<file path="config.mk">
export PLATFORM = sky130hd
export DESIGN_NAME = flash_cmd_if
export DESIGN_NICKNAME = d
export VERILOG_FILES = /design/src/rtl/flash_cmd_pkg.sv /design/src/rtl/flash_cmd_ctrl.sv /design/src/rtl/flash_datapath.sv /design/src/rtl/flash_cmd_if.sv
export SDC_FILE = /design/constraint.sdc
export NUM_CORES = 2
export LEC_CHECK = 0
export BUFFER_PORTS_ARGS = -buffer_cell sky130_fd_sc_hd__buf_4
export CELL_PAD_IN_SITES_DETAIL_PLACEMENT = 1
export CELL_PAD_IN_SITES_GLOBAL_PLACEMENT = 2
export CORE_ASPECT_RATIO = 1.75
export CORE_UTILIZATION = 47
export DETAILED_ROUTE_END_ITERATION = 10
export GPL_TIMING_DRIVEN = 0
export HOLD_SLACK_MARGIN = 0.03
export PLACE_DENSITY_LB_ADDON = 0.1
export REMOVE_ABC_BUFFERS = 1
export SLEW_MARGIN = 10
export SYNTH_ARGS = -nofsm -noshare
export SYNTH_HDL_FRONTEND = slang
export SYNTH_SLANG_ARGS = --single-unit
</file>
<file path="constraint.sdc">
create_clock -name clk -period 4.5 [get_ports clk]
set_input_delay 0.45 -clock clk [delete_from_list [all_inputs] [get_ports clk]]
set_output_delay 0.45 -clock clk [all_outputs]
set_load 0.01 [all_outputs]
</file>
<file path="src/rtl/flash_cmd_pkg.sv">
package flash_cmd_pkg;

  localparam logic [7:0] CMD_READ      = 8'h00;
  localparam logic [7:0] CMD_PROBE     = 8'hF0;
  localparam logic [7:0] CMD_ARRAY     = 8'hFF;
  localparam logic [7:0] CMD_PROG_A    = 8'h10;
  localparam logic [7:0] CMD_PROG_B    = 8'h40;
  localparam logic [7:0] CMD_ERASE     = 8'h20;
  localparam logic [7:0] CMD_ERASE_ALT = 8'h28;
  localparam logic [7:0] CMD_CLR       = 8'h50;
  localparam logic [7:0] CMD_LOCK      = 8'h60;
  localparam logic [7:0] CMD_STAT      = 8'h70;
  localparam logic [7:0] CMD_ID        = 8'h90;
  localparam logic [7:0] CMD_QRY       = 8'h98;
  localparam logic [7:0] CMD_BUF       = 8'hE8;
  localparam logic [7:0] CODE_CONFIRM  = 8'hD0;
  localparam logic [7:0] CODE_UNLOCK   = 8'h01;

  typedef enum logic [1:0] {CYC_IDLE, CYC_ARG, CYC_DATA, CYC_CONF} cycle_t;
  typedef enum logic [1:0] {SEL_ARRAY, SEL_STATUS, SEL_ID, SEL_QUERY} rdSel_t;

  typedef struct packed {
    logic progWr;
    logic sectErase;
    logic setReady;
    logic setProgErr;
    logic setEraseErr;
    logic clrStatus;
  } dpStrobe_t;

  function automatic logic [7:0] qryByte(input logic [7:0] idx,
                                         input logic [7:0] sizeLog,
                                         input logic [7:0] sectLast);
    case (idx)
      8'h10:   return 8'h51;
      8'h11:   return 8'h52;
      8'h12:   return 8'h59;
      8'h13:   return 8'h01;
      8'h27:   return sizeLog;
      8'h28:   return 8'h02;
      8'h2C:   return 8'h01;
      8'h2D:   return sectLast;
      default: return 8'h00;
    endcase
  endfunction

endpackage

</file>
<file path="src/rtl/flash_cmd_ctrl.sv">
module flash_cmd_ctrl
  import flash_cmd_pkg::*;
#(
  parameter int CNT_W = 6
) (
  input  logic             clk,
  input  logic             rst,
  input  logic             wrEn,
  input  logic             rdEn,
  input  logic [7:0]       cmdCode,
  input  logic [CNT_W-1:0] countIn,
  input  logic             roStrap,
  output dpStrobe_t        stb,
  output rdSel_t           rdSel
);

  cycle_t           cycle, nxtCycle;
  logic [7:0]       cmd, nxtCmd;
  logic [CNT_W-1:0] cnt, nxtCnt;
  logic             knownCmd;

  always_comb begin
    unique case (cmd)
      CMD_READ: begin rdSel = SEL_ARRAY; knownCmd = 1'b1; end
      CMD_PROG_A, CMD_PROG_B, CMD_ERASE, CMD_ERASE_ALT, CMD_CLR,
      CMD_LOCK, CMD_STAT, CMD_BUF: begin rdSel = SEL_STATUS; knownCmd = 1'b1; end
      CMD_ID:   begin rdSel = SEL_ID;    knownCmd = 1'b1; end
      CMD_QRY:  begin rdSel = SEL_QUERY; knownCmd = 1'b1; end
      default:  begin rdSel = SEL_ARRAY; knownCmd = 1'b0; end
    endcase
  end

  always_comb begin
    nxtCycle = cycle;
    nxtCmd   = cmd;
    nxtCnt   = cnt;
    stb      = '0;
    if (wrEn) begin
      unique case (cycle)
        CYC_IDLE: begin
          case (cmdCode)
            CMD_READ, CMD_PROBE, CMD_ARRAY: nxtCmd = CMD_READ;
            CMD_CLR: begin
              stb.clrStatus = 1'b1;
              nxtCmd        = CMD_READ;
            end
            CMD_PROG_A, CMD_PROG_B, CMD_LOCK, CMD_QRY: begin
              nxtCmd   = cmdCode;
              nxtCycle = CYC_ARG;
            end
            CMD_ERASE: begin
              if (roStrap) stb.setEraseErr = 1'b1;
              else         stb.sectErase   = 1'b1;
              stb.setReady = 1'b1;
              nxtCmd       = cmdCode;
              nxtCycle     = CYC_ARG;
            end
            CMD_STAT, CMD_ID: nxtCmd = cmdCode;
            CMD_BUF: begin
              stb.setReady = 1'b1;
              nxtCmd       = cmdCode;
              nxtCycle     = CYC_ARG;
            end
            default: nxtCmd = CMD_READ;
          endcase
        end
        CYC_ARG: begin
          case (cmd)
            CMD_PROG_A, CMD_PROG_B: begin
              if (roStrap) stb.setProgErr = 1'b1;
              else         stb.progWr     = 1'b1;
              stb.setReady = 1'b1;
              nxtCycle     = CYC_IDLE;
            end
            CMD_ERASE, CMD_ERASE_ALT: begin
              nxtCycle = CYC_IDLE;
              if (cmdCode == CODE_CONFIRM) stb.setReady = 1'b1;
              else                         nxtCmd       = CMD_READ;
            end
            CMD_BUF: begin
              nxtCnt   = countIn;
              nxtCycle = CYC_DATA;
            end
            CMD_LOCK: begin
              nxtCycle = CYC_IDLE;
              if (cmdCode == CODE_CONFIRM || cmdCode == CODE_UNLOCK) stb.setReady = 1'b1;
              else                                                   nxtCmd       = CMD_READ;
            end
            CMD_QRY: begin
              if (cmdCode == CMD_ARRAY) begin
                nxtCycle = CYC_IDLE;
                nxtCmd   = CMD_READ;
              end
            end
            default: begin
              nxtCycle = CYC_IDLE;
              nxtCmd   = CMD_READ;
            end
          endcase
        end
        CYC_DATA: begin
          if (cmd == CMD_BUF) begin
            if (roStrap) stb.setProgErr = 1'b1;
            else         stb.progWr     = 1'b1;
            stb.setReady = 1'b1;
            if (cnt == '0) nxtCycle = CYC_CONF;
            nxtCnt = cnt - 1'b1;
          end else begin
            nxtCycle = CYC_IDLE;
            nxtCmd   = CMD_READ;
          end
        end
        CYC_CONF: begin
          nxtCycle = CYC_IDLE;
          if (cmd == CMD_BUF && cmdCode == CODE_CONFIRM) stb.setReady = 1'b1;
          else                                           nxtCmd       = CMD_READ;
        end
        default: begin
          nxtCycle = CYC_IDLE;
          nxtCmd   = CMD_READ;
        end
      endcase
    end else if (rdEn && !knownCmd) begin
      nxtCycle = CYC_IDLE;
      nxtCmd   = CMD_READ;
    end
  end

  always_ff @(posedge clk) begin
    if (rst) begin
      cycle <= CYC_IDLE;
      cmd   <= CMD_READ;
      cnt   <= '0;
    end else begin
      cycle <= nxtCycle;
      cmd   <= nxtCmd;
      cnt   <= nxtCnt;
    end
  end

  // the data and confirm stages only exist under a buffered write
  a_r7_buf_phase: assert property (@(posedge clk) disable iff (rst)
    (cycle == CYC_DATA || cycle == CYC_CONF) |-> cmd == CMD_BUF);

  // 0xFF with no sequence open lands in array read
  a_r3_array_code: assert property (@(posedge clk) disable iff (rst)
    (wrEn && cycle == CYC_IDLE && cmdCode == CMD_ARRAY) |=> (cmd == CMD_READ && cycle == CYC_IDLE));

  // a bus with no access leaves the command state alone
  a_r2_idle_hold: assert property (@(posedge clk) disable iff (rst)
    (!wrEn && !rdEn) |=> ($stable(cmd) && $stable(cycle)));

endmodule

</file>
<file path="src/rtl/flash_datapath.sv">
module flash_datapath
  import flash_cmd_pkg::*;
#(
  parameter int DATA_W     = 16,
  parameter int NUM_SECT   = 4,
  parameter int SECT_WORDS = 16,
  parameter int QRY_LEN    = 48,
  parameter logic [7:0] ID0 = 8'h89,
  parameter logic [7:0] ID1 = 8'h18,
  parameter logic [7:0] ID2 = 8'h00,
  parameter logic [7:0] ID3 = 8'h17,
  localparam int BYTES   = DATA_W / 8,
  localparam int BSH     = $clog2(BYTES),
  localparam int WORDS   = NUM_SECT * SECT_WORDS,
  localparam int WAW     = $clog2(WORDS),
  localparam int ADDR_W  = WAW + BSH
) (
  input  logic              clk,
  input  logic              rst,
  input  logic              wrEn,
  input  logic              rdEn,
  input  logic [ADDR_W-1:0] addr,
  input  logic [DATA_W-1:0] wrData,
  input  logic              roStrap,
  input  dpStrobe_t         stb,
  input  rdSel_t            rdSel,
  output logic [DATA_W-1:0] rdData,
  output logic              rdValid
);

  localparam int SECT_SH    = $clog2(SECT_WORDS);
  localparam int SECT_IDX_W = WAW - SECT_SH;
  localparam logic [7:0] SIZE_LOG  = 8'(ADDR_W);
  localparam logic [7:0] SECT_LAST = 8'(NUM_SECT - 1);

  logic [DATA_W-1:0] mem [WORDS];
  logic [WORDS-1:0]  eraseHit, progHit;
  logic [WAW-1:0]    wordIdx;
  logic [7:0]        status;
  logic [DATA_W-1:0] rdMux;
  logic              rdTake;

  assign wordIdx = addr[ADDR_W-1:BSH];
  assign rdTake  = rdEn && !wrEn;

  always_comb begin
    for (int w = 0; w < WORDS; w++) begin
      eraseHit[w] = stb.sectErase &&
                    (wordIdx[WAW-1:SECT_SH] == SECT_IDX_W'(w >> SECT_SH));
      progHit[w]  = stb.progWr && (wordIdx == WAW'(w));
    end
  end

  always_ff @(posedge clk) begin
    for (int w = 0; w < WORDS; w++) begin
      if (rst)              mem[w] <= '1;
      else if (eraseHit[w]) mem[w] <= '1;
      else if (progHit[w])  mem[w] <= wrData;
    end
  end

  always_ff @(posedge clk) begin
    if (rst)                status <= 8'h00;
    else if (stb.clrStatus) status <= 8'h00;
    else status <= status | {stb.setReady, 1'b0, stb.setEraseErr, stb.setProgErr, 4'h0};
  end

  always_comb begin
    unique case (rdSel)
      SEL_ARRAY:  rdMux = mem[wordIdx];
      SEL_STATUS: rdMux = DATA_W'(status);
      SEL_ID: begin
        if (wordIdx == WAW'(0))      rdMux = DATA_W'({ID0, ID1});
        else if (wordIdx == WAW'(1)) rdMux = DATA_W'({ID2, ID3});
        else                         rdMux = '0;
      end
      SEL_QUERY: begin
        if (int'(wordIdx) >= QRY_LEN) rdMux = '0;
        else rdMux = DATA_W'(qryByte(8'(wordIdx), SIZE_LOG, SECT_LAST));
      end
      default: rdMux = '0;
    endcase
  end

  always_ff @(posedge clk) begin
    if (rst) begin
      rdValid <= 1'b0;
      rdData  <= '0;
    end else begin
      rdValid <= rdTake;
      if (rdTake) rdData <= rdMux;
    end
  end

  // with the strap high the control never asks for an array change
  a_r6_ro_no_change: assert property (@(posedge clk) disable iff (rst)
    roStrap |-> (!stb.progWr && !stb.sectErase));

  // at most one array or status-clearing action per cycle
  a_r9_strobe_excl: assert property (@(posedge clk) disable iff (rst)
    $onehot0({stb.progWr, stb.sectErase, stb.clrStatus}));

  // clear command empties the status register
  a_r3_status_clear: assert property (@(posedge clk) disable iff (rst)
    stb.clrStatus |=> status == 8'h00);

  // completion sets the ready bit
  a_r4_ready_set: assert property (@(posedge clk) disable iff (rst)
    stb.setReady |=> status[7]);

  // a write cycle never produces read data
  a_r2_write_wins: assert property (@(posedge clk) disable iff (rst)
    wrEn |=> !rdValid);

endmodule

</file>
<file path="src/rtl/flash_cmd_if.sv">
module flash_cmd_if
  import flash_cmd_pkg::*;
#(
  parameter int DATA_W     = 16,
  parameter int NUM_SECT   = 4,
  parameter int SECT_WORDS = 16,
  parameter int QRY_LEN    = 48,
  parameter logic [7:0] ID0 = 8'h89,
  parameter logic [7:0] ID1 = 8'h18,
  parameter logic [7:0] ID2 = 8'h00,
  parameter logic [7:0] ID3 = 8'h17,
  localparam int BYTES  = DATA_W / 8,
  localparam int BSH    = $clog2(BYTES),
  localparam int WORDS  = NUM_SECT * SECT_WORDS,
  localparam int WAW    = $clog2(WORDS),
  localparam int ADDR_W = WAW + BSH,
  localparam int CNT_W  = WAW
) (
  input  logic              clk,
  input  logic              rst,
  input  logic              wrEn,
  input  logic              rdEn,
  input  logic [ADDR_W-1:0] addr,
  input  logic [DATA_W-1:0] wrData,
  input  logic              roStrap,
  output logic [DATA_W-1:0] rdData,
  output logic              rdValid
);

  dpStrobe_t stb;
  rdSel_t    rdSel;

  flash_cmd_ctrl #(.CNT_W(CNT_W)) u_ctrl (
    .clk     (clk),
    .rst     (rst),
    .wrEn    (wrEn),
    .rdEn    (rdEn),
    .cmdCode (wrData[7:0]),
    .countIn (wrData[CNT_W-1:0]),
    .roStrap (roStrap),
    .stb     (stb),
    .rdSel   (rdSel)
  );

  flash_datapath #(
    .DATA_W(DATA_W), .NUM_SECT(NUM_SECT), .SECT_WORDS(SECT_WORDS), .QRY_LEN(QRY_LEN),
    .ID0(ID0), .ID1(ID1), .ID2(ID2), .ID3(ID3)
  ) u_dp (
    .clk     (clk),
    .rst     (rst),
    .wrEn    (wrEn),
    .rdEn    (rdEn),
    .addr    (addr),
    .wrData  (wrData),
    .roStrap (roStrap),
    .stb     (stb),
    .rdSel   (rdSel),
    .rdData  (rdData),
    .rdValid (rdValid)
  );

endmodule

</file>
Word level (Yosys, flattened, before mapping)
Memories as Yosys holds them, arrays and structs flattened.
Index checks and enable logic that the tools add are counted.

storage, ports and cells
  flip-flop bits (word level) = 41
  bits in writable memories = 1024
  bits of input ports = 28
  output and inout bits = 17
  memories kept = 1

memory list
  memory    depth  width  rd ports  clocked after memory_dff  wr ports  line                  RTL
  u_dp.mem  64     16     1         0                         64        flash_datapath.sv:36  logic [DATA_W-1:0] mem [WORDS];

operators by class
  $add $sub $neg = 1
  magnitude comparators = 1
  equal/unequal tests = 104
  muxes and demuxes = 446
  bitwise logic cells = 129
  reduce and logical (&&, ||, !) cells = 95

operator list
  kind                count
  $mux 16             129
  $mux 1              284
  $eq 6x6->1 const B  32
  $or 1x1->1          128
  $eq 6x5->1 const B  16
  $mux 8              9
  $logic_and 1x1->1   71
  $eq 8x7->1 const B  8
  $eq 8x8->1 const B  8
  $pmux 16 s4         1
  $pmux 8 s4          2
  $pmux 7 s7          1
  $eq 6x4->1 const B  8
  $eq 6x3->1 const B  4
  $eq 8x6->1 const B  3
  $mux 6              3
  $eq 8x5->1 const B  2
  $mux 2              8
  $reduce_or 8->1     2
  $eq 2x2->1 const B  6
  $eq 6x2->1 const B  2
  $logic_not 6->1     2
  $ne 3x3->1 const B  4
  $ne 4x4->1 const B  3
  other kinds (27)    40

Logic depth before layout (Yosys ltp)
  depth in word-level cells = 12
  mapped depth = 11
  mapped depth without buffers = 8

Hierarchy
A second synthesis with hierarchy kept.

second synthesis, totals
  cell total of the unflattened synthesis = 3348
  area total of the unflattened synthesis = 49412.4 um2

modules (own cells, without submodules)
  module          times used  cells an instance  area each (um2)  sequential area each (um2)
  flash_datapath  1           3155               47983.5          31149.9
  flash_cmd_ctrl  1           193                1428.9           320.3

Worst setup path before layout
Ideal clock, no wire load.

  path kind = in2reg
  start point = input addr[1]
  end point = memory u_dp.mem[15][0], enable pin
  arrival time = 3512 ps
  setup slack = 553 ps
  stages on the path = 7
  path through = buf_2 > buf_2 > buf_2 > buf_2 > nand3_1 > clkbuf_1 > o41ai_1

RTL lines
  what                line                  RTL
  start: declaration  flash_cmd_if.sv:23    input logic [ADDR_W-1:0] addr,
  end: declaration    flash_datapath.sv:36

==> impl_results.md <==
- Core Region: 0.1045 mm²
- CTS clk-pin slew, worst paths: 60 ps
- Detail Route Antenna Nets: 0
- Storage cell area: 0.03147 mm²
- CP arrival: 4490 ps
- Layout cells sized above 1: 23.96%
- DP Area: 0.05139 mm²
- Setup_tns: 0 ps
- Failing checks: design-rule violations
- First-pass GRT wire length: 216,400 µm
- Netlist cell types: 67
- Slew Limit Headroom: 17.05%
- Worst vdd ir: 0.0003756 V
- Chip width: 247.3 µm
- Post-synth design cell area: 0.04949 mm²
- Row Count: 157
- Synth Instances: 3,359
- Final WL: 149,100 µm
- Final Cell Area: 0.05490 mm²
- Switching power share of the total: 22.78%
- RSZ-0062 raised after global routing: no
- Crit-path cells: buf_8, buf_16, buf_16, buf_16, nand3_4, o41ai_2, buf_4, buf_4, buf_4
- Grt ovf: 0
- Power Internal: 0.01629 W
- HPWL after DPL: 93,660 µm
- Critical path data required time: 4930 ps
- Drt via density: 6.386
- Largest area contributor in the netlist: edfxtp_1
- Vias in the first global route: 31,330
- DRC: 16
- Top FF cell, synth: edfxtp_1
- I/O pins: 45
- Max cap viols: 0
- Top cells by count, synth: edfxtp_1, or3_1, clkbuf_1
- Placer congestion estimate: 0.8692
- Synth warn: 0
- CTS H-tree lvls: 3
- Fin crit period: 4053 ps
- Logic pwr share: 5.8%
- DR pass1 iterations: 10
- Top-area cell type share of the netlist area: 62.14%
- Async set-or-reset flop fraction in the synthesized netlist: 0%
- Status: finished with violations
- Max stage delay cell, worst path: nand3_4
- NetSw: 0.004807 W
- Pleak: 13.05 nW
- Latest clock arrival within the worst-skew pair: 720 ps
- Routed WL per cell: 32.32 µm
- Starting Density: 47.35%
- Top-count cell post-synth: edfxtp_1
- Sink Count: 1,060
- CP Capture Type: flip-flop
- Clock buffer depth: 3
- Synth-to-Final Area Change: 10.93%
- Final Hold Fails: 0
- Final Setup Violations: 0
- GR Util All Layers: 28.41%
- Final nets: 3,214
- Area of the multi-input gates: 0.01645 mm²
- Root buf cell: clkbuf_16
- Yosys reg bits: 1,060
- Register share of total power: 51.2%
- IO Port Bufs: 43
- Starting DRC count in detailed routing: 2,337
- Period utilization: 90.06%
- Max incr delay on CP: 690 ps
- Max Fclk: 0.2468 GHz
- Clock Power Share: 42.9%
- Synthesized area per cell: 14.73 µm²
- Worst hold path class: input port to flip-flop
- Largest net degree at the start of global routing: 111
- Worst Path Buf+Inv: 7
- Slew Limit Fails: 0
- Worst-path maximum fanout: 83
- Post-synthesis sequential area ratio: 63.59%
- Delay-heaviest family, CP: buffers and inverters
- # hold bufs at CTS: 0
- Critical path startpoint category: input port
- Via Count: 29,460
- CTS buffer count: 100
- Clock Skew: 32.81 ps
- Die area: 0.1066 mm²
- Antenna violations before repair: 0
- P per Cell Area: 384.3 mW/mm²
- Filler Cells Inserted: 9,807
- Post-synth EDFFs: 1,024
- CTS tree: done
- Worst slew pin tran: 1244 ps
- Worst Path Class, Setup: input port to flip-flop
- Die Ht: 431.3 µm
- Area contributors post-synth: edfxtp_1, mux4_2, or3_1
[final cells by class]
cell class	instances	area share [%]
flip-flops and latches	1060	57.33
multi-input cells	1873	29.96
clock buffers	114	4.732
repair buffers	131	3.284
well taps	1351	3.079
clock inverters	69	1.518
inverters	13	0.08889
diodes	2	0.009117
[layout by cell type (no fill, tap or decap), types with 5 or more instances in the layout]
cell type   instances
edfxtp_1         1024
or3_1             775
mux4_2            261
or2_2             133
clkbuf_16         102
nand2b_1           85
nand2_1            79
a22oi_1            77
mux2i_1            75
buf_8              50
buf_4              46
o21ai_2            45
nand3_1            42
nor2_1             40
or2_1              37
dfxtp_1            36
clkinv_1           20
a21oi_1            19
clkinv_2           19
nand2_2            18
bufinv_16          18
nor3_1             13
buf_16             13
buf_12             13
inv_1              12
o21ai_0            12
o211ai_1           12
clkbuf_1           12
nor2b_1            11
a211oi_1           11
nor4_1              9
nand4_1             8
buf_6               7
o22ai_1             6
o31ai_1             6
ha_1                6
clkinvlp_4          5
[metrics by stage]
| step | setup WS (ps) | power, W | hold WS, ps | instances | util (%) |
|---|---|---|---|---|---|
| 3_3_place_gp | -8282 | 0.01217 | 459.2 | 4340 | 47.44 |
| 2_1_floorplan | -2133 | 0.01144 | 440.0 | 2946 | - |
| 6_report | 447.4 | 0.02110 | 198.8 | 4613 | 52.53 |
| 5_1_grt | 267.9 | 0.02158 | 179.5 | 4611 | 52.53 |
| 4_1_cts | 53.13 | 0.02126 | 118.1 | 4611 | 52.49 |
| 3_5_place_dp | -732.6 | 0.01227 | 466.3 | 4427 | 49.17 |
[state kept, by name, summed over array words and instances (netlist names)]
signal        cells
u_ctrl.cmd        8
u_ctrl.cnt        6
u_ctrl.cycle      2
u_dp.mem       1024
u_dp.rdData      16
u_dp.rdValid      1
u_dp.status       3
[layer usage]
metal  global-route usage [%]  part of all wire, %  vias up
met5                        0                    0        -
met3                    2.820                  4.0      251
li1                         -                    -    12700
met4                    15.19                  5.5        0
met2                    50.49                   53      823
met1                    33.69                   37    15690
[cells by family after synthesis]
group	synth area share, %
AND/OR/NAND/NOR	15.65
flip-flops	63.59
buffers and inverters	3.990
AO/OA/AOI/OAI	3.143
multiplexers	13.42
XOR/XNOR	0.03540
adder cells (fa/ha/maj)	0.1770
[timing repair]
action / CTS / global route
resized for setup: 5 / 10
cloned: 0 / 0
setup endpoints to repair: 240 / 160
setup buffers: 1 / 0
pin swaps: 1 / 0
[power groups by stage]
stage	registers [W]	logic, W	clock network (W)
floorplan	0.0110	0.000410	0
global placement	0.0111	0.00111	0
detailed placement	0.0110	0.00124	0
CTS	0.0108	0.00125	0.00920
global route	0.0108	0.00129	0.00949
finish	0.0108	0.00123	0.00906
[tightest hold or removal path: stages]
cell	delay [ps]
buf_4	150
nand4_1	60
or4_1	110
o31ai_1	70
[final timing paths]
path	startpoint	end	slack (ps)	depth (start not counted)
setup reg to reg	u_ctrl.cycle[0]	u_dp.mem[26][9]	470	9
hold reg to reg	u_ctrl.cmd[1]	u_ctrl.cmd[1]	490	1
hold / removal	wrEn	u_ctrl.cycle[1]	200	4
setup / recovery	addr[2]	u_dp.mem[15][8]	450	9
Power figures use the tool's default switching activity.
